===== src/rtl/irq_pkg.sv =====
package irq_pkg;
  typedef enum logic [0:0] {
    ST_IDLE = 1'b0,
    ST_ACK  = 1'b1
  } seq_state_e;
endpackage


===== src/rtl/irq_level_sync.sv =====
module irq_level_sync #(
  parameter int LVL_W  = 3,
  parameter int STAGES = 2
) (
  input  logic             clk,
  input  logic             rst,
  input  logic [LVL_W-1:0] pin_n,
  output logic [LVL_W-1:0] level
);
  logic [STAGES-1:0][LVL_W-1:0] chain;
  logic [LVL_W-1:0]             prev;
  logic [LVL_W-1:0]             sampled;

  assign sampled = chain[STAGES-1];

  always_ff @(posedge clk) begin
    if (rst) begin
      chain <= '0;
      prev  <= '0;
      level <= '0;
    end else begin
      for (int i = STAGES - 1; i > 0; i--) chain[i] <= chain[i-1];
      chain[0] <= ~pin_n;
      prev     <= sampled;
      if (sampled == prev) level <= sampled;
    end
  end

  // the valid level only moves to a value seen on two samples in a row
  p_two_samples_r9: assert property (@(posedge clk) disable iff (rst)
    (level != $past(level)) |-> ($past(sampled) == $past(prev)));
endmodule


===== src/rtl/irq_priority_gate.sv =====
module irq_priority_gate #(
  parameter int LVL_W = 3
) (
  input  logic             clk,
  input  logic             rst,
  input  logic [LVL_W-1:0] level,
  input  logic [LVL_W-1:0] mask,
  input  logic             insn_done,
  input  logic             block,
  output logic             accept
);
  localparam logic [LVL_W-1:0] LVL_MAX = '1;

  logic top_armed;
  logic above_mask;
  logic top_pass;

  assign above_mask = level > mask;
  assign top_pass   = (level == LVL_MAX) && top_armed;
  assign accept     = insn_done && !block && (level != '0) && (above_mask || top_pass);

  always_ff @(posedge clk) begin
    if (rst)                              top_armed <= 1'b1;
    else if (accept && level == LVL_MAX)  top_armed <= 1'b0;
    else if (level != LVL_MAX)            top_armed <= 1'b1;
  end

  // after the top level is taken, it is not taken again while still held
  p_top_once_r8: assert property (@(posedge clk) disable iff (rst)
    (accept && level == LVL_MAX) |=> !(accept && level == LVL_MAX && mask == LVL_MAX));
endmodule


===== src/rtl/irq_vector_seq.sv =====
module irq_vector_seq
  import irq_pkg::*;
#(
  parameter int LVL_W     = 3,
  parameter int VEC_W     = 8,
  parameter int AUTO_BASE = 24
) (
  input  logic               clk,
  input  logic               rst,
  input  logic               accept,
  input  logic [LVL_W-1:0]   level,
  input  logic               autovec_n,
  input  logic               ack_valid,
  input  logic [VEC_W-1:0]   ack_vector,
  input  logic               restore_en,
  input  logic [LVL_W-1:0]   restore_mask,
  output logic               take_irq,
  output logic [VEC_W-1:0]   vec_num,
  output logic [VEC_W+1:0]   vec_addr,
  output logic [LVL_W-1:0]   mask,
  output logic               ack_req,
  output logic               busy
);
  localparam int ADDR_W = VEC_W + 2;

  seq_state_e       state;
  logic [LVL_W-1:0] lvl_hold;
  logic [VEC_W-1:0] auto_vec;

  assign auto_vec = VEC_W'(AUTO_BASE) + VEC_W'(level);
  assign busy     = (state == ST_ACK) || take_irq;

  always_ff @(posedge clk) begin
    if (rst) begin
      state    <= ST_IDLE;
      take_irq <= 1'b0;
      vec_num  <= '0;
      vec_addr <= '0;
      mask     <= '1;
      ack_req  <= 1'b0;
      lvl_hold <= '0;
    end else begin
      take_irq <= 1'b0;
      case (state)
        ST_IDLE: begin
          if (accept) begin
            if (!autovec_n) begin
              take_irq <= 1'b1;
              vec_num  <= auto_vec;
              vec_addr <= ADDR_W'({auto_vec, 2'b00});
              mask     <= level;
            end else begin
              state    <= ST_ACK;
              ack_req  <= 1'b1;
              lvl_hold <= level;
            end
          end else if (restore_en) begin
            mask <= restore_mask;
          end
        end
        ST_ACK: begin
          if (ack_valid) begin
            take_irq <= 1'b1;
            vec_num  <= ack_vector;
            vec_addr <= ADDR_W'({ack_vector, 2'b00});
            mask     <= lvl_hold;
            ack_req  <= 1'b0;
            state    <= ST_IDLE;
          end else if (restore_en) begin
            mask <= restore_mask;
          end
        end
        default: state <= ST_IDLE;
      endcase
    end
  end

  // the take strobe lasts one cycle
  p_take_pulse_r11: assert property (@(posedge clk) disable iff (rst)
    take_irq |=> !take_irq);

  // the acknowledge request holds until the device answers
  p_ack_hold_r7: assert property (@(posedge clk) disable iff (rst)
    (ack_req && !ack_valid) |=> ack_req);

  // a serviced level is never zero, so the mask is raised to a real level
  p_mask_level_r5: assert property (@(posedge clk) disable iff (rst)
    take_irq |-> (mask != '0));

  // a restore without a simultaneous take loads the saved value
  p_restore_r10: assert property (@(posedge clk) disable iff (rst)
    (!$past(rst) && $past(restore_en) && !take_irq) |-> (mask == $past(restore_mask)));
endmodule


===== src/rtl/irq_vector_unit.sv =====
module irq_vector_unit #(
  parameter int LVL_W       = 3,
  parameter int VEC_W       = 8,
  parameter int SYNC_STAGES = 2,
  parameter int AUTO_BASE   = 24
) (
  input  logic               clk,
  input  logic               rst,
  input  logic [LVL_W-1:0]   irq_lvl_n,
  input  logic               autovec_n,
  input  logic               insn_done,
  input  logic               ack_valid,
  input  logic [VEC_W-1:0]   ack_vector,
  input  logic               restore_en,
  input  logic [LVL_W-1:0]   restore_mask,
  output logic               take_irq,
  output logic [VEC_W-1:0]   vec_num,
  output logic [VEC_W+1:0]   vec_addr,
  output logic [LVL_W-1:0]   mask,
  output logic               ack_req
);
  logic [LVL_W-1:0] level;
  logic             accept;
  logic             busy;

  irq_level_sync #(.LVL_W(LVL_W), .STAGES(SYNC_STAGES)) u_sync (
    .clk   (clk),
    .rst   (rst),
    .pin_n (irq_lvl_n),
    .level (level)
  );

  irq_priority_gate #(.LVL_W(LVL_W)) u_gate (
    .clk       (clk),
    .rst       (rst),
    .level     (level),
    .mask      (mask),
    .insn_done (insn_done),
    .block     (restore_en || busy),
    .accept    (accept)
  );

  irq_vector_seq #(.LVL_W(LVL_W), .VEC_W(VEC_W), .AUTO_BASE(AUTO_BASE)) u_seq (
    .clk          (clk),
    .rst          (rst),
    .accept       (accept),
    .level        (level),
    .autovec_n    (autovec_n),
    .ack_valid    (ack_valid),
    .ack_vector   (ack_vector),
    .restore_en   (restore_en),
    .restore_mask (restore_mask),
    .take_irq     (take_irq),
    .vec_num      (vec_num),
    .vec_addr     (vec_addr),
    .mask         (mask),
    .ack_req      (ack_req),
    .busy         (busy)
  );

  // an autovectored take always follows an instruction boundary
  p_boundary_r4: assert property (@(posedge clk) disable iff (rst)
    (take_irq && !$past(ack_req)) |-> $past(insn_done));
endmodule


===== config.mk =====
export PLATFORM = sky130hd
export DESIGN_NAME = irq_vector_unit
export DESIGN_NICKNAME = d
export VERILOG_FILES = /design/src/rtl/irq_pkg.sv /design/src/rtl/irq_level_sync.sv /design/src/rtl/irq_priority_gate.sv /design/src/rtl/irq_vector_seq.sv /design/src/rtl/irq_vector_unit.sv
export SDC_FILE = /design/constraint.sdc
export NUM_CORES = 1
export LEC_CHECK = 0
export ABC_AREA = 1
export BUFFER_PORTS_ARGS = -buffer_cell sky130_fd_sc_hd__buf_2
export CAP_MARGIN = 20
export CELL_PAD_IN_SITES_DETAIL_PLACEMENT = 1
export CELL_PAD_IN_SITES_GLOBAL_PLACEMENT = 2
export CORE_MARGIN = 5
export CORE_UTILIZATION = 30
export DETAILED_ROUTE_END_ITERATION = 10
export PLACE_DENSITY_LB_ADDON = 0.12
export SLEW_MARGIN = 20
export SYNTH_ARGS = -nofsm -noshare
export SYNTH_HDL_FRONTEND = slang
export SYNTH_SLANG_ARGS = --single-unit

===== constraint.sdc =====
create_clock -name clk -period 3.2 [get_ports clk]
set_clock_uncertainty 0.15 [all_clocks]
set_input_delay 0.32 -clock clk [delete_from_list [all_inputs] [get_ports clk]]
set_output_delay 0.32 -clock clk [all_outputs]
set_load 0.01 [all_outputs]

==> results.cfg <==
[floorplan]
start_util_pct = 30.6
dieArea_mm2 = 0.00624
ios = 43
fp-row-count = 25
die_y_um = 79.0
core_area_mm2 = 0.00466
die_w_um = 79.0

[run]
maxCapViolations = 0

[critical_path]
arrival_ps = 1960
worst_r2r_path_depth = 12
regToRegStartpoint = u_sync.level[0]
crit_end = u_seq.vec_addr[5]
required_ps = 3220
crit_path_end_kind = register
rrSetupSlack_ps = 1260
crit_start = u_sync.level[0]
cp_max_fo = 9
startpoint_type = register
path_class = register to register
r2r_end = u_seq.vec_addr[5]

[clock_tree]
cts-root-buf = clkbuf_8
cts_tree = yes
cts_max_path_buffers = 2
ctsHtreeMaxLevel = 2
numCtsBuffers = 5
cts_resized = 0
clk_latency_ps = 280
holdBufCountCts = 0
cts_sinks = 30
cts.clk_slew.worst_paths_ps = 70
post_cts_buffers = 0

[power]
clockPowerShare_pct = 44.1
power_density_mw_per_mm2 = 513
p_sw_share_pct = 25.4
pwr-share-seq_pct = 45.7
power.switching_mw = 0.222
p_int_mw = 0.651
leakagePower_nw = 0.848
total_power_mw = 0.872
comb_power_share_pct = 10.2
peakVddDrop_uv = 278

[sta]
setup_violations = 0
final.setup.tns_ps = 0
fmax_mhz = 515
finalMaxSlewViolations = 0
worstMarginPinSlew_ps = 708
finalCriticalPeriod_ps = 1940
fin_crit_sh_pct = 60.7
rsz0062_at_grt = false
hold_viol = 0
relSlewSlack_pct = 52.8

[global_route]
met3_usage_pct = 3.74
grt_util_met2_pct = 21.1
busiest_layer = met2
overflow = 0
grt_pass1_vias = 1312
grtUsageMet1_pct = 15.5
grt_pass1_wl_um = 6180
antenna_found_initial = 0
grt_max_degree = 23
grt.total_usage_pct = 12.6

[yosys]
synthCells = 188
synth.distinct_cells = 28
yosysTopAreaCellShare_pct = 42.1
synth-seq-cells = 30
synth_warnings = 0
ys_seq_area_share_pct = 42.1
syn_avg_cell_area_um2 = 7.59
synthTopCellsByArea = dfxtp_1 42%, nand2_1 11%, nand3_1 7.0%, inv_1 5.8%, buf_4 5.3%
netlist_area_mm2 = 0.00143
yosys.area.top_type = dfxtp_1

[placement]
dpl.hpwl_um = 2880
gp_congestion = 0.803
portBuffers = 40

[min_path]
holdCritPathClass = input port to register
worstHoldStart = irq_lvl_n[1]

[routing]
dr.pass1.iters = 4
vias = 1259
drc = 0
drt_iter0_markers = 58
ant_nets = 0
wl_per_cell_um = 13.2
vias_per_cell = 4.58
wirelength_um = 3630

[finish]
insertedDiodeCount = 0
layout_common_cells = 41 x nand2_1, 40 x buf_2, 30 x dfxtp_1
layout.nets = 243
layout_commonest_cell = nand2_1
drive_gt1_share_pct = 27.6
area_growth_pct = 19.0
nFillCells = 588

[run_status]
status = completed
## cell type report
type                    count  area [um^2]  area share (%)
clock buffers               5         68.8            4.05
repair buffers             40          200            11.8
multi-input cells         118          618            36.4
inverters                  25         98.8            5.82
clock inverters             3         45.0            2.65
well taps                  54         67.6            3.98
flip-flops and latches     30          601            35.3
## critical path, cell delays in order (launching register included)
cell and delay, ps:
dfxtp_1 450, inv_1 150, ha_1 200, inv_1 60
nand3_1 60, nand2_1 70, nand2_1 70, nand2_2 150
nand3_2 120, nand2_4 130, inv_4 80, nand3_1 80
nand2_1 60
## cells in the mapped netlist
cell      number
nand3_4        1
nand2_1       41
nor3_2         1
inv_4          2
nand3_2        2
buf_2          1
nand3b_1       1
conb_1         1
clkbuf_1       3
nand3_1       20
nor2_4         1
buf_4         10
o211ai_1       2
o21ai_2        2
ha_1           3
or2_2          1
nor2_1        12
nor2_2         1
xnor2_1        3
buf_6          2
dfxtp_1       30
o21ai_0       10
clkinv_1       1
nand4_1        3
nand2_2        1
nand2_4        1
a21oi_1       10
inv_1         22
## flip-flops by register name, indices dropped and copies added (netlist names)
name / flops
u_seq.mask: 3
u_sync.chain: 3
u_sync.prev: 3
u_sync.sampled: 3
u_seq.ack_req: 1
u_seq.lvl_hold: 3
u_gate.top_armed: 1
u_seq.take_irq: 1
u_seq.state: 1
u_sync.level: 3
u_seq.vec_addr: 8
## metal layers
layer / part of all wire, % / wire [um]
met1: 45 / 1630
met2: 51 / 1840
met3: 3.8 / 138
met4: 0.41 / 15
met5: 0 / 0
## how the worst min path moves through the flow
stage	end	slack, ps	depth (start not counted)
after floorplan	u_sync.chain[1]	240	1
after global placement	u_sync.sampled[2]	250	2
after detailed placement	u_sync.sampled[2]	250	2
after CTS	u_sync.chain[0]	20	2
after global routing	u_sync.chain[0]	20	2
final	u_sync.chain[1]	30	2
## cells by family (layout without fill, tap and decap cells)
group / after synthesis / count (layout) / synth area share [%]
AO/OA/AOI/OAI: 24 / 24 / 9.29
buffers and inverters: 41 / 73 / 14.9
adder cells (fa/ha/maj): 3 / 3 / 2.63
XOR/XNOR: 3 / 3 / 1.84
other: 1 / 2 / 0.263
flip-flops: 30 / 30 / 42.1
AND/OR/NAND/NOR: 86 / 86 / 29.0
## power groups by stage
| stage | Sequential (mW) | Combinational [mW] | Clock (mW) |
|---|---|---|---|
| final | 0.399 | 0.0888 | 0.385 |
| after global routing | 0.402 | 0.103 | 0.416 |
| after CTS | 0.399 | 0.0909 | 0.402 |
| after detailed placement | 0.408 | 0.0903 | 0 |
| after global placement | 0.407 | 0.0868 | 0 |
| after floorplan | 0.406 | 0.0592 | 0 |
## per-stage QoR
step | util, % | setup slack, ps | std cells | area (um^2) | hold slack, ps
finish | 36.5 | 1260 | 275 | 1700 | 33.0
detailed placement | 34.0 | 1270 | 267 | 1590 | 253
CTS | 36.5 | 1260 | 275 | 1700 | 21.0
floorplan | - | 1510 | 189 | 1430 | 237
global route | 36.5 | 1080 | 275 | 1700 | 17.5
global placement | 34.0 | 1350 | 267 | 1590 | 249
(Power assumes the default switching activity.)
